`src/rtl/shirq_pkg.sv`:
```
package shirq_pkg;
  localparam int LVL_W = 6;
  localparam int SET_W = 6;

  typedef struct packed {
    logic             ie;
    logic [LVL_W-1:0] lvl;
    logic [SET_W-1:0] rset;
    logic             pre;
  } stat_t;
endpackage

```
`src/rtl/shirq_decide.sv`:
```
module shirq_decide
  import shirq_pkg::*;
#(
  parameter int              ADDR_W   = 32,
  parameter logic [ADDR_W-1:0] EXC_ADDR = 'h20
) (
  input  stat_t             cur,
  input  stat_t             sav,
  input  logic              eret,
  input  logic              req_valid,
  input  logic              req_nmi,
  input  logic [LVL_W-1:0]  req_lvl,
  input  logic [SET_W-1:0]  req_set,
  input  logic [ADDR_W-1:0] req_addr,
  input  logic              exc_valid,
  input  logic              sw_wr,
  input  logic              sw_ie,
  input  logic              sw_pre,
  output stat_t             cur_n,
  output stat_t             sav_n,
  output logic              take_irq,
  output logic              take_exc,
  output logic [SET_W-1:0]  take_set,
  output logic [ADDR_W-1:0] take_addr
);
  logic nmi_ok, lvl_ok, set_ok, mask_ok;

  always_comb begin
    nmi_ok  = req_valid && req_nmi;
    lvl_ok  = (req_lvl != '0) && (req_lvl > cur.lvl);
    set_ok  = (req_set != cur.rset) || cur.pre;
    mask_ok = req_valid && !req_nmi && cur.ie && lvl_ok && set_ok;
  end

  always_comb begin
    cur_n     = cur;
    sav_n     = sav;
    take_irq  = 1'b0;
    take_exc  = 1'b0;
    take_set  = req_set;
    take_addr = req_addr;
    if (eret) begin
      cur_n = sav;
    end else if (nmi_ok) begin
      sav_n      = cur;
      cur_n.ie   = 1'b0;
      cur_n.lvl  = req_lvl;
      cur_n.rset = req_set;
      take_irq   = 1'b1;
    end else if (exc_valid) begin
      sav_n      = cur;
      cur_n.ie   = 1'b0;
      cur_n.rset = '0;
      take_exc   = 1'b1;
      take_set   = '0;
      take_addr  = EXC_ADDR;
    end else if (mask_ok) begin
      sav_n      = cur;
      cur_n.ie   = 1'b0;
      cur_n.lvl  = req_lvl;
      cur_n.rset = req_set;
      take_irq   = 1'b1;
    end else if (sw_wr) begin
      cur_n.ie  = sw_ie;
      cur_n.pre = sw_pre;
    end
  end
endmodule

```
`src/rtl/shirq_status.sv`:
```
module shirq_status
  import shirq_pkg::*;
(
  input  logic  clk,
  input  logic  rst,
  input  logic  eret,
  input  stat_t cur_n,
  input  stat_t sav_n,
  output stat_t cur,
  output stat_t sav
);
  always_ff @(posedge clk) begin
    if (rst) begin
      cur <= '0;
      sav <= '0;
    end else begin
      cur <= cur_n;
      sav <= sav_n;
    end
  end

  assert_restore_R9: assert property (@(posedge clk) disable iff (rst)
    eret |=> (cur == $past(sav)));
endmodule

```
`src/rtl/shirq_pulse.sv`:
```
module shirq_pulse
  import shirq_pkg::*;
#(
  parameter int ADDR_W = 32
) (
  input  logic              clk,
  input  logic              rst,
  input  logic              take_irq,
  input  logic              take_exc,
  input  logic [SET_W-1:0]  take_set,
  input  logic [ADDR_W-1:0] take_addr,
  output logic              acc_irq,
  output logic              acc_exc,
  output logic [SET_W-1:0]  acc_set,
  output logic [ADDR_W-1:0] acc_addr
);
  always_ff @(posedge clk) begin
    if (rst) begin
      acc_irq  <= 1'b0;
      acc_exc  <= 1'b0;
      acc_set  <= '0;
      acc_addr <= '0;
    end else begin
      acc_irq <= take_irq;
      acc_exc <= take_exc;
      if (take_irq || take_exc) begin
        acc_set  <= take_set;
        acc_addr <= take_addr;
      end
    end
  end

  assert_one_pulse_R6: assert property (@(posedge clk) disable iff (rst)
    $onehot0({acc_irq, acc_exc}));
endmodule

```
`src/rtl/shadow_irq_gate.sv`:
```
module shadow_irq_gate
  import shirq_pkg::*;
#(
  parameter int                ADDR_W   = 32,
  parameter logic [ADDR_W-1:0] EXC_ADDR = 'h20
) (
  input  logic              clk,
  input  logic              rst,
  input  logic              req_valid,
  input  logic              req_nmi,
  input  logic [LVL_W-1:0]  req_lvl,
  input  logic [SET_W-1:0]  req_set,
  input  logic [ADDR_W-1:0] req_addr,
  input  logic              exc_valid,
  input  logic              eret,
  input  logic              sw_wr,
  input  logic              sw_ie,
  input  logic              sw_pre,
  output logic              acc_irq,
  output logic              acc_exc,
  output logic [SET_W-1:0]  acc_set,
  output logic [ADDR_W-1:0] acc_addr,
  output logic              cur_ie,
  output logic [LVL_W-1:0]  cur_lvl,
  output logic [SET_W-1:0]  cur_set,
  output logic              cur_pre,
  output logic              sav_ie,
  output logic [LVL_W-1:0]  sav_lvl,
  output logic [SET_W-1:0]  sav_set,
  output logic              sav_pre
);
  stat_t             cur, sav, cur_n, sav_n;
  logic              take_irq, take_exc;
  logic [SET_W-1:0]  take_set;
  logic [ADDR_W-1:0] take_addr;

  shirq_decide #(.ADDR_W(ADDR_W), .EXC_ADDR(EXC_ADDR)) u_decide (
    .cur(cur), .sav(sav), .eret(eret),
    .req_valid(req_valid), .req_nmi(req_nmi), .req_lvl(req_lvl),
    .req_set(req_set), .req_addr(req_addr), .exc_valid(exc_valid),
    .sw_wr(sw_wr), .sw_ie(sw_ie), .sw_pre(sw_pre),
    .cur_n(cur_n), .sav_n(sav_n), .take_irq(take_irq), .take_exc(take_exc),
    .take_set(take_set), .take_addr(take_addr)
  );

  shirq_status u_status (
    .clk(clk), .rst(rst), .eret(eret),
    .cur_n(cur_n), .sav_n(sav_n), .cur(cur), .sav(sav)
  );

  shirq_pulse #(.ADDR_W(ADDR_W)) u_pulse (
    .clk(clk), .rst(rst), .take_irq(take_irq), .take_exc(take_exc),
    .take_set(take_set), .take_addr(take_addr),
    .acc_irq(acc_irq), .acc_exc(acc_exc), .acc_set(acc_set), .acc_addr(acc_addr)
  );

  assign cur_ie  = cur.ie;
  assign cur_lvl = cur.lvl;
  assign cur_set = cur.rset;
  assign cur_pre = cur.pre;
  assign sav_ie  = sav.ie;
  assign sav_lvl = sav.lvl;
  assign sav_set = sav.rset;
  assign sav_pre = sav.pre;

  assert_no_same_set_R2: assert property (@(posedge clk) disable iff (rst)
    (req_valid && !req_nmi && !exc_valid && !eret && !cur_pre && req_set == cur_set)
    |=> !acc_irq);

  assert_masked_off_R5: assert property (@(posedge clk) disable iff (rst)
    (req_valid && !req_nmi && !exc_valid && !eret && (!cur_ie || req_lvl == '0))
    |=> !acc_irq);

  assert_entry_state_R6: assert property (@(posedge clk) disable iff (rst)
    (acc_irq || acc_exc) |-> !cur_ie);

  assert_nmi_taken_R7: assert property (@(posedge clk) disable iff (rst)
    (req_valid && req_nmi && !eret) |=> (acc_irq && cur_set == $past(req_set)));

  assert_exc_normal_set_R10: assert property (@(posedge clk) disable iff (rst)
    acc_exc |-> (cur_set == '0 && acc_set == '0));
endmodule

```
`config.mk`:
```
export PLATFORM = sky130hd
export DESIGN_NAME = shadow_irq_gate
export DESIGN_NICKNAME = d
export VERILOG_FILES = /design/src/rtl/shirq_pkg.sv /design/src/rtl/shirq_decide.sv /design/src/rtl/shirq_status.sv /design/src/rtl/shirq_pulse.sv /design/src/rtl/shadow_irq_gate.sv
export SDC_FILE = /design/constraint.sdc
export NUM_CORES = 1
export LEC_CHECK = 0
export BUFFER_PORTS_ARGS = -buffer_cell sky130_fd_sc_hd__buf_2
export CORE_MARGIN = 2
export CORE_UTILIZATION = 44
export DETAILED_ROUTE_END_ITERATION = 8
export MAX_ROUTING_LAYER = met4
export PLACE_DENSITY = 0.81
export SLEW_MARGIN = 20
export SYNTH_ARGS = -nofsm -noshare
export SYNTH_HDL_FRONTEND = slang
export SYNTH_SLANG_ARGS = --single-unit
```
`constraint.sdc`:
```
create_clock -name clk -period 2.2 [get_ports clk]
set_input_delay 0.11 -clock clk [delete_from_list [all_inputs] [get_ports clk]]
set_output_delay 0.11 -clock clk [all_outputs]
set_load 0.005 [all_outputs]
```
## Word level (Yosys, flattened, before mapping)

Index checks and enable logic that the tools add are counted.
Widths: inputs -> output; s select.

- Register bits: 68
- Bits of input ports: 53

- Mux-type cells: 28
- $lt $le $gt $ge: 1
- Bitwise operators: 1
- Equal/unequal tests: 5
- Reduce and logical (&&, ||, !) cells: 18

Operator list:

| operator | count |
|---|---|
| $mux 32 | 3 |
| $mux 14 | 4 |
| $mux 6 | 5 |
| $mux 1 | 14 |
| $mux 13 | 1 |
| $mux 12 | 1 |
| $gt 6x6->1 | 1 |
| $logic_and 1x1->1 | 6 |
| $ne 6x6->1 | 1 |
| $reduce_bool 3->1 | 2 |
| $reduce_bool 6->1 | 1 |
| $reduce_bool 5->1 | 1 |
| $ne 2x2->1 const B | 2 |
| $reduce_and 2->1 | 2 |
| $reduce_and 4->1 | 1 |
| $reduce_bool 4->1 | 1 |
| $ne 3x1->1 const B | 1 |
| $logic_or 1x1->1 | 2 |
| $ne 2x1->1 const B | 1 |
| $reduce_bool 2->1 | 1 |
| $logic_not 1->1 | 1 |
| $not 1->1 | 1 |

## Longest topological paths before layout

Gate-level depths: netlist of run 1.

- Word-level depth: 10
- Depth in mapped cells: 10
- Depth with buffers taken out: 8

## Modules after synthesis

Synthesis of run 1 repeated with hierarchy kept, for this count alone.

- Cells, all modules: 387
- Area, all modules: 3,512.1 um^2

By module, submodules not included:

| module | cells each | instances | seq. area each (um^2) | area each (um^2) |
|---|---|---|---|---|
| shirq_pulse | 176 | 1 | 800.8 | 1,616.6 |
| shirq_decide | 153 | 1 | 0.0 | 1,117.3 |
| shirq_status | 58 | 1 | 560.5 | 778.2 |

## Worst setup path before layout of run 1

Ideal clock, no wire load.

- Path type: flip-flop to flip-flop
- Start: register, netlist name u_status.cur[12]
- End: register u_pulse.acc_set[0]
- Library setup time: 0.070 ns
- Path buffers: 1
- Data arrival time: 2.301 ns
- Clock period less this slack: 2.371 ns
- Slack: -0.171 ns
- Cell stages (with the launch flop): 10
- Cell sequence: dfxtp_1 > inv_1 > ha_1 > and4_1 > a311o_1 > a211oi_4 > a221oi_4 > buf_4 > or3_1 > a21oi_1

- Longest elaborated chain between the ends: 9

RTL lines:

| what | line | text |
|---|---|---|
| $gt 6x6->1 | shirq_decide.sv:30 | `lvl_ok = (req_lvl != '0) && (req_lvl > cur.lvl);` |
| $logic_and 1x1->1 | shirq_decide.sv:30 |  |
| $logic_and 1x1->1 (2 in series) | shirq_decide.sv:32 | `mask_ok = req_valid && !req_nmi && cur.ie && lvl_ok && set_ok;` |
| $mux 1 | shirq_decide.sv:57 | `end else if (mask_ok) begin` |
| $mux 1 | shirq_decide.sv:50 | `end else if (exc_valid) begin` |
| $mux 1 | shirq_decide.sv:44 | `end else if (nmi_ok) begin` |
| $mux 1 | shirq_decide.sv:42 | `if (eret) begin` |
| $logic_or 1x1->1 | shirq_pulse.sv:26 | `if (take_irq \|\| take_exc) begin` |
| to (signal assigned) | shirq_pulse.sv:27 | `acc_set <= take_set;` |
| to (decl) | shirq_pulse.sv:14 | `output logic [SET_W-1:0] acc_set,` |

No other way between the ends.
A chain may end at the register's enable or synchronous reset.

## Worst setup path in the final report of run 1

- Start: register, netlist name u_status.cur[10]
- End: register, netlist name u_status.cur[2]

- Longest elaborated chain between the ends: 5

RTL lines:

| what | line |
|---|---|
| $gt 6x6->1 | shirq_decide.sv:30 |
| $logic_and 1x1->1 | shirq_decide.sv:30 |
| $logic_and 1x1->1 (2 in series) | shirq_decide.sv:32 |
| $reduce_bool 4->1 (no source line) | n/a |

No other way between the ends.

==> results of run 1 <==
==> cell usage in the layout (no fill, tap or decap), types with 2 or more instances in the layout <==
cell / Yosys / routed
buf_6: 0 / 6
dfxtp_1: 68 / 63
buf_2: 4 / 120
nor3_1: 3 / 3
a21oi_2: 0 / 8
inv_1: 15 / 10
xor2_1: 6 / 6
or3_1: 5 / 5
buf_12: 0 / 6
clkbuf_16: 0 / 4
nand3_2: 0 / 4
ha_4: 0 / 5
nand2_1: 10 / 10
nand3_1: 20 / 15
buf_4: 3 / 19
o311a_1: 5 / 5
a21oi_1: 60 / 52
nand4_1: 32 / 32
bufinv_16: 0 / 2
mux2i_1: 6 / 6
clkbuf_8: 0 / 11
o21ai_1: 9 / 10
nor2_1: 8 / 8
inv_2: 1 / 6
dfxtp_2: 0 / 5
clkinvlp_4: 0 / 2
o21ai_0: 44 / 42
a211oi_1: 5 / 5
==> per-layer routing <==
layer | wire (µm) | GRT usage, % | vias to the layer above
li1 | - | - | 1581
met4 | 148 | 9.650 | 0
met1 | 4036 | 29.41 | 1550
met2 | 4816 | 37.61 | 159
met3 | 570 | 3.791 | 15
met5 | 0 | - | -
==> power groups by stage <==
stage	sequential, mW	clock [mW]	combinational, mW
CTS	1.32	1.21	0.458
floorplan	1.35	0	0.224
finish	1.32	1.20	0.532
global route	1.33	1.27	0.575
global placement	1.35	0	0.421
detailed placement	1.35	0	0.431
==> kinds of logic after synthesis <==
group	share of synthesized area (%)
xor+xnor	1.725
simple gates	16.22
mux	1.971
flops	44.68
compound gates	25.75
fa+ha+maj	2.464
buf+inv	7.187
==> registers in the layout, indices dropped and copies added (netlist names) <==
register,count
u_status.cur,14
u_pulse.acc_set,6
u_pulse.acc_exc,1
u_status.sav,14
u_pulse.acc_irq,1
u_pulse.acc_addr,32
==> critical path, stage by stage (launching register included) <==
cell and delay [ps]:
dfxtp_2 350, inv_2 50, ha_4 260, and4_4 220
a311o_1 210, a211oi_4 60, a221o_2 430, buf_6 160
clkbuf_16 150, o311a_1 280
==> layout make-up <==
class / count / area share, %
clock buffer: 11 / 3.416
clock inverter: 5 / 1.892
sequential: 68 / 30.86
timing repair buffer: 156 / 23.60
inverter: 16 / 1.355
tap: 80 / 2.259
multi-input combinational: 238 / 36.62
==> worst min-delay path by stage <==
stage,from,end,slack (ps),cells after the start
5_1_grt,req_addr[4],u_pulse.acc_addr[4],20,3
6_report,req_addr[1],u_pulse.acc_addr[1],30,3
3_5_place_dp,req_addr[3],u_pulse.acc_addr[3],400,3
3_3_place_gp,req_addr[5],u_pulse.acc_addr[5],380,3
4_1_cts,req_addr[2],u_pulse.acc_addr[2],30,3
2_1_floorplan,req_lvl[0],u_status.cur[7],280,2
==> metrics by stage <==
| step | setup TNS [ps] | hold WS, ps | instance area, µm² |
|---|---|---|---|
| global placement | -58.92 | 382.8 | 3817 |
| global route | -3523 | 24.33 | 4432 |
| floorplan | 0 | 276.5 | 3062 |
| detailed placement | -3255 | 396.1 | 3817 |
| CTS | -49.24 | 25.69 | 4174 |
| finish | -501.5 | 33.13 | 4432 |
==> timing repair <==
action / 4_1_cts / 5_1_grt
setup endpoints to repair: 62 / 66
gates resized for setup: 15 / 24
setup buffers: 5 / 5
gates cloned: 0 / 6
pin swaps: 7 / 41
==> qor.yml, run 1 <==
status: "complete, but fails checks"
violations: "setup timing"
place_ws_ps: -114.1
grt_pass1_vias: 2966
async_reset_ff_share_pct: 0
cts_tree: "yes"
wl_per_cell_um: 16.68
cp-start-kind: "flip-flop"
rsz0062_at_grt: "yes"
diodes: 0
slew_headroom_pct: 51.43
syn_to_final_growth_pct: 45.46
die_w_um: 87.21
fmax_ghz: 0.4373
cts_max_level: 3
die_area_um2: 7606
drv_slew: 0
syn_avg_cell_area_um2: 8.463
criticalPathCategory: "reg -> reg"
syn_nets: 419
period_minus_slack_ps: 2287
multi_input_area_um2: 1623
final_layout_size_suffix_gt1_share_pct: 43.12
cts_buffers: 9
pwr_density_cell_nw_per_um2: 688.7
worstPathRequired_ps: 2430
track_usage_pct: 23.42
p_switching_mw: 0.8159
core_um2: 6756
gp_congestion: 0.8947
clk_path_buf_depth: 2
yosysWarningCount: 0
internal-power_mw: 2.236
synth_top_cell_by_area: "dfxtp_1"
worst_pin_slew_ps: 728.6
yosysSeqAreaShare_pct: 44.68
clock_latency_ps: 340
final_nets: 548
n_fill_cell: 550
setup_slack_ps: -86.55
r2r-end: "u_status.cur[2]"
syn_inst: 360
critPathCaptureType: "flip-flop"
chipHeight_um: 87.21
swShare_pct: 26.73
clkTransAtPathRegs_ps: 80
cts_hold_buf: 0
min_path_type: "in -> reg"
synth_cell_type_count: 39
via_per_inst: 5.758
grt_pass1_wl_um: 13790
maxCapViolCount: 0
start_util_pct: 45.09
setup-violations-final: 13
io_pins: 121
yosys-top-cells-area: "dfxtp_1 45%, a21oi_1 9.9%, o21ai_0 7.2%"
ys_ff_latch: 68
rrSetupSlack_ps: -90
rows: 30
drt_iter0_drc: 195
arrival_ps: 2510
peakVddDrop_mv: 0.5114
synth_top_area_share_pct: 44.68
synth_edf_count: 0
wl_um: 9573
hold_viol_final: 0
finalPower_mw: 3.052
antenna_found_initial: 0
r2r_cells: 9
reg2reg_from: "u_status.cur[10]"
dp_hpwl_um: 5851
power_leakage_nw: 1.920
regArea_um2: 1368
final_util_pct: 65.59
crit_start: "u_status.cur[10]"
cp_max_fo: 6
drc: 0
period_share_pct: 103.9
stdcell_count: 574
grt_max_degree: 76
clock-sinks: 68
portBuffers: 120
grt-ovfl-total: 0
drt-pass1-iter-count: 4
skew_ps: 8.504
root_buffer: "clkbuf_8"
ys.flop_type: "dfxtp_1"
yosys-top-cells-count: "68 x dfxtp_1, 60 x a21oi_1, 44 x o21ai_0"
combPwrFrac_pct: 17.4
vias: 3305
netlist_area_um2: 3047
pwr-share-clk_pct: 39.2
antenna_left: 0
p_seq_share_pct: 43.3
place_inst: 542
yosysMostFrequentCell: "dfxtp_1"
endpoint: "u_status.cur[2]"
Power figures use the tool's default switching activity.
==> run 2: changes to the inputs <==
--- a/config.mk
+++ b/config.mk
@@ -5,7 +5,7 @@
 export SDC_FILE = /design/constraint.sdc
 export NUM_CORES = 1
 export LEC_CHECK = 0
-export BUFFER_PORTS_ARGS = -buffer_cell sky130_fd_sc_hd__buf_2
+export BUFFER_PORTS_ARGS = -buffer_cell sky130_fd_sc_hd__buf_4
 export CORE_MARGIN = 2
 export CORE_UTILIZATION = 44
 export DETAILED_ROUTE_END_ITERATION = 8
==> qor.yml, run 2 (synthesis gave the netlist of run 1 again) <==
status: "complete, but fails checks"
violations: "setup timing"
dp_hpwl_um: 6039  # +3.2%
grt-ovfl-total: 0  # unchanged
min_path_type: "in -> reg"
arrival_ps: 2610  # +100 ps
critPathCaptureType: "flip-flop"
syn_to_final_growth_pct: 52.73
skew_ps: 5.483  # -3.021 ps
dpl-instance-area_um2: 4145  # +8.6%
vias: 3289  # -0.48%
worst_pin_slew_ps: 717.7  # -10.91 ps
die_area_um2: 7606  # unchanged
maxCapViolCount: 0  # unchanged
rows: 30  # unchanged
setup-violations-final: 56  # +43
peakVddDrop_mv: 0.4058  # -21%
wl_um: 9477  # -1.0%
power_leakage_nw: 1.928  # +0.40%
clkTransAtPathRegs_ps: 70  # about the same
largest_reg_flops: 32  # unchanged
reg_top3: "u_pulse.acc_addr (32), u_status.cur (14), u_status.sav (14)"
drc: 0  # unchanged
r2r_cells: 10  # +1
gp_congestion: 0.8889  # -0.65%
period_minus_slack_ps: 2344  # +57.75 ps
pwr_density_cell_nw_per_um2: 618.7  # -10%
portBuffers: 120  # unchanged
hold_viol_final: 0  # unchanged
endpoint: "u_pulse.acc_set[0]"
crit_start: "u_status.cur[9]"
start_util_pct: 45.09  # unchanged
grt_max_degree: 69  # -9.2%
clock_latency_ps: 340  # about the same
wl_per_cell_um: 16.63  # -0.31%
core_um2: 6756  # unchanged
criticalPathCategory: "reg -> reg"
final_area_um2: 4653  # +5.0%
slew_headroom_pct: 52.16  # +0.73 points
via_per_inst: 5.770  # +0.21%
cts_tree: "yes"
drt_iter0_drc: 188  # -3.6%
chipHeight_um: 87.21  # unchanged
final_layout_size_suffix_gt1_share_pct: 44.90  # +1.8 points
cts_max_level: 3  # unchanged
critPathMaxStageDelay_ps: 360  # -70 ps
layout.cells.most_common: "buf_4"
rrSetupSlack_ps: -140  # -60 ps
cts_buffers: 9  # unchanged
worstPathRequired_ps: 2470  # +40 ps
fmax_ghz: 0.4266  # -2.5%
cp-start-kind: "flip-flop"
track_usage_pct: 23.95  # +0.53 points
slowest_stage: "or3_4"
final_nets: 544  # -0.73%
largest-register: "u_pulse.acc_addr"
drv_slew: 0  # unchanged
setup_slack_ps: -144.3  # -57.75 ps
cts_hold_buf: 0  # unchanged
diodes: 0  # unchanged
grt_pass1_wl_um: 13970  # +1.3%
clock-sinks: 68  # unchanged
finalPower_mw: 2.879  # -5.7%
period_share_pct: 106.6  # +2.6 points
io_pins: 121  # unchanged
final_util_pct: 68.87  # +3.3 points
n_fill_cell: 522  # -5.1%
clk_path_buf_depth: 2  # unchanged
antenna_found_initial: 0  # unchanged
final_cell_mix: "142 x buf_4, 63 x dfxtp_1, 58 x a21oi_1"
grt_pass1_vias: 2878  # -3.0%
rsz0062_at_grt: "yes"
path_cells: "inv_2 > ha_4 > and4_1 > a311o_1 > a211oi_4 > a221oi_4 > buf_6 > buf_12 > or3_4 > a21oi_2"
tns_ps: -3282  # -2780 ps
die_w_um: 87.21  # unchanged
reg2reg_from: "u_status.cur[9]"
root_buffer: "clkbuf_8"
antenna_left: 0  # unchanged
r2r-end: "u_pulse.acc_set[0]"
drt-pass1-iter-count: 4  # unchanged
cp_max_fo: 6  # unchanged
==> run 2: worst min-delay path by stage <==
stage / slack (ps) / from / cells after the start / end
after floorplan: 280 / req_lvl[0] / 2 / u_status.cur[7]
after global placement: 380 / req_addr[5] / 3 / u_pulse.acc_addr[5]
after detailed placement: 400 / req_addr[5] / 3 / u_pulse.acc_addr[5]
after CTS: 30 / req_addr[5] / 3 / u_pulse.acc_addr[5]
after global routing: 40 / req_addr[1] / 3 / u_pulse.acc_addr[1]
final: 50 / req_addr[5] / 3 / u_pulse.acc_addr[5]
==> run 2: worst max-delay path, delay by kind of cell (launching register included) <==
family | cells | cell delay (ps)
and+or+nand+nor | 2 | 570
DFF | 1 | 330
adders and majority gates | 1 | 200
buffers and inverters | 3 | 330
AOI/OAI and AO/OA | 4 | 820
==> run 2: routing by layer <==
layer / vias up / GRT usage [%] / wire length [µm]
li1: 1583 / - / -
met1: 1567 / 29.82 / 4053
met2: 120 / 39.07 / 4767
met3: 19 / 3.602 / 474
met4: 0 / 9.650 / 181
met5: - / - / 0
==> run 2: timing repair <==
item | in CTS | in global routing
buffers inserted | 4 | 5
resized for setup | 27 | 54
setup endpoints to repair | 58 | 66
cloned | 2 | 0
pin swaps | 4 | 21
==> run 2: final cells by class <==
class | count | area, µm² | share of cell area (%)
sequential | 68 | 1368 | 29.39
inverter | 16 | 60.06 | 1.291
clock buffer | 10 | 127.6 | 2.743
multi-input combinational | 238 | 1665 | 35.79
timing repair buffer | 152 | 1277 | 27.45
clock inverter | 6 | 55.05 | 1.183
tap | 80 | 100.1 | 2.151
==> run 2: power breakdown <==
| part | switching, mW | total (mW) | internal (mW) |
|---|---|---|---|
| combinational | 0.286 | 0.577 | 0.292 |
| clock | 0.460 | 0.973 | 0.514 |
| sequential | 0.0421 | 1.33 | 1.29 |
==> run 2: stage by stage <==
stage	std cells	hold slack, ps	setup WS (ps)
global route	570	41.31	-219.3
floorplan	360	276.5	40.90
detailed placement	544	396.4	-90.08
global placement	544	380.5	-26.47
CTS	566	33.29	-72.37
finish	570	46.67	-144.3
==> run 3: changes to the inputs <==
--- a/config.mk
+++ b/config.mk
@@ -7,10 +7,11 @@
 export LEC_CHECK = 0
 export BUFFER_PORTS_ARGS = -buffer_cell sky130_fd_sc_hd__buf_4
 export CORE_MARGIN = 2
-export CORE_UTILIZATION = 44
+export CORE_UTILIZATION = 50
 export DETAILED_ROUTE_END_ITERATION = 8
 export MAX_ROUTING_LAYER = met4
-export PLACE_DENSITY = 0.81
+export PLACE_DENSITY = 0.87
+export SETUP_SLACK_MARGIN = 0.1
 export SLEW_MARGIN = 20
 export SYNTH_ARGS = -nofsm -noshare
 export SYNTH_HDL_FRONTEND = slang
==> constraint.sdc (replaced) <==
create_clock -name clk -period 2.87 [get_ports clk]
set_input_delay 0.1435 -clock clk [delete_from_list [all_inputs] [get_ports clk]]
set_output_delay 0.1435 -clock clk [all_outputs]
set_load 0.005 [all_outputs]
==> qor.yml, run 3 (synthesis gave the netlist of run 1 again) <==
rows: 28  # -6.7%
power_leakage_nw: 1.724  # -11%
status: "finished, final reports clean"
layout.cells.most_common: "buf_4"
period_share_pct: 89.60  # -17 points
use_met2_pct: 44.88  # +5.8 points
die_w_um: 82.06  # -5.9%
vias: 3160  # -3.9%
crit_buf_inv: 2  # -1
grt_max_degree: 77  # +12%
cts_resized: 0  # -100%
criticalPathCategory: "reg -> reg"
cts_tree: "yes"
wl_per_cell_um: 16.64  # +0.10%
portBuffers: 120  # unchanged
antenna_left: 0  # unchanged
dp_hpwl_um: 5776  # -4.4%
worstPathRequired_ps: 3100  # +630 ps
maxCapViolCount: 0  # unchanged
multi_input_area_um2: 1466  # -12%
start_util_pct: 51.46  # +6.4 points
grt_util_met1_pct: 31.36  # +1.5 points
cp-start-kind: "flip-flop"
cp_max_fo: 22  # +16
cts_hold_buf: 0  # unchanged
slowest_stage: "a311o_1"
rrSetupSlack_ps: 300  # +440 ps
reg_top3: "u_pulse.acc_addr (32), u_status.cur (14), u_status.sav (14)"
grt_pass1_vias: 2824  # -1.9%
syn_to_final_growth_pct: 36.47
wl_um: 8954  # -5.5%
core_um2: 5921  # -12%
drv_slew: 0  # unchanged
n_fill_cell: 473  # -9.4%
io_pins: 121  # unchanged
antenna_found_initial: 0  # unchanged
skew_ps: 10.40  # +4.915 ps
final_util_pct: 70.22  # +1.4 points
worst_pin_slew_ps: 1036  # +318.8 ps
critPathMaxStageDelay_ps: 380  # +20 ps
cpLargestDelayFamily: "compound AO/OA/AOI/OAI gates"
largest_reg_flops: 32  # unchanged
path_cells: "inv_1 > ha_1 > and4_1 > a311o_1 > a211oi_4 > a221o_2 > buf_4 > nand3_1 > o311a_1"
final_layout_size_suffix_gt1_share_pct: 32.40  # -13 points
setup-violations-final: 0  # -100%
regArea_um2: 1361  # -0.46%
drt_iter0_drc: 193  # +2.7%
crit_start: "u_status.cur[12]"
clock_latency_ps: 350  # about the same
final_cell_mix: "124 x buf_4, 68 x dfxtp_1, 60 x a21oi_1"
min_path_type: "in -> reg"
fmax_ghz: 0.3889  # -8.8%
busiest_layer: "met2"
gp_congestion: 0.8402  # -5.5%
peakVddDrop_mv: 0.3465  # -15%
hold_viol_final: 0  # unchanged
period_minus_slack_ps: 2572  # +227.3 ps
clk_path_buf_depth: 2  # unchanged
diodes: 0  # unchanged
drt-pass1-iter-count: 4  # unchanged
chipHeight_um: 82.06  # -5.9%
track_usage_pct: 27.03  # +3.1 points
slew_headroom_pct: 30.81  # -21 points
root_buffer: "clkbuf_8"
clock-sinks: 68  # unchanged
via_per_inst: 5.874  # +1.8%
arrival_ps: 2810  # +200 ps
cts_buffers: 9  # unchanged
cts_setup_buffers: 0  # -4
cts_max_level: 3  # unchanged
die_area_um2: 6734  # -11%
reg2reg_from: "u_status.cur[12]"
final_nets: 517  # -5.0%
use_met3_pct: 6.593  # +3.0 points
tns_ps: 0  # +3282 ps
largest-register: "u_pulse.acc_addr"
grt_pass1_wl_um: 13390  # -4.2%
drc: 0  # unchanged
clkTransAtPathRegs_ps: 70  # about the same
pwr_density_cell_nw_per_um2: 541.2  # -13%
critPathCaptureType: "flip-flop"
min_from: "req_addr[5]"
rsz0062_at_grt: "no"
grt-ovfl-total: 0  # unchanged
run 3: final timing paths:
path | depth (start not counted) | to
setup / recovery | 9 | u_status.cur[1]
hold / removal | 3 | u_pulse.acc_addr[5]
setup reg to reg | 9 | u_status.cur[1]
hold reg to reg | 2 | u_pulse.acc_addr[27]
run 3: final cells by class:
type	instances	share of cell area [%]
multi-input combinational	238	35.27
clock buffer	10	3.310
sequential	68	32.74
clock inverter	6	2.107
tap	75	2.257
timing repair buffer	125	22.87
inverter	16	1.444
run 3: through the flow:
step / power, mW / instances / hold slack, ps / worst slack, ps / area, µm²
after global placement: 1.363 / 522 / 409.1 / 396.8 / 3933
after CTS: 2.259 / 538 / 58.14 / 304.6 / 4158
after global routing: 2.345 / 538 / 67.28 / 136.4 / 4158
after detailed placement: 1.375 / 522 / 419.6 / 301.9 / 3933
final: 2.250 / 538 / 64.84 / 298.4 / 4158
after floorplan: 1.204 / 360 / 310.0 / 498.7 / 3047
run 3: worst reg2reg max path: cells and delay by family, from the launching register on:
family	cells	cell delay, ps
adders and majority gates	1	300
DFF	1	370
buffers and inverters	2	320
AOI/OAI and AO/OA	4	1130
and+or+nand+nor	2	330
run 3: routing by layer:
metal  part of all wire, %  vias to the layer above
li1                      -                     1515
met1                    40                     1488
met2                    51                      136
met3                   6.5                       21
met4                   2.6                        0
met5                     0                        -
run 3: report_power, final:
group | total, mW | internal [mW] | switching [mW] | leakage, nW
Sequential | 1.02 | 0.985 | 0.0307 | 0.555
Combinational | 0.342 | 0.159 | 0.183 | 1.06
Clock | 0.893 | 0.511 | 0.382 | 0.105
Total | 2.25 | 1.65 | 0.595 | 1.72
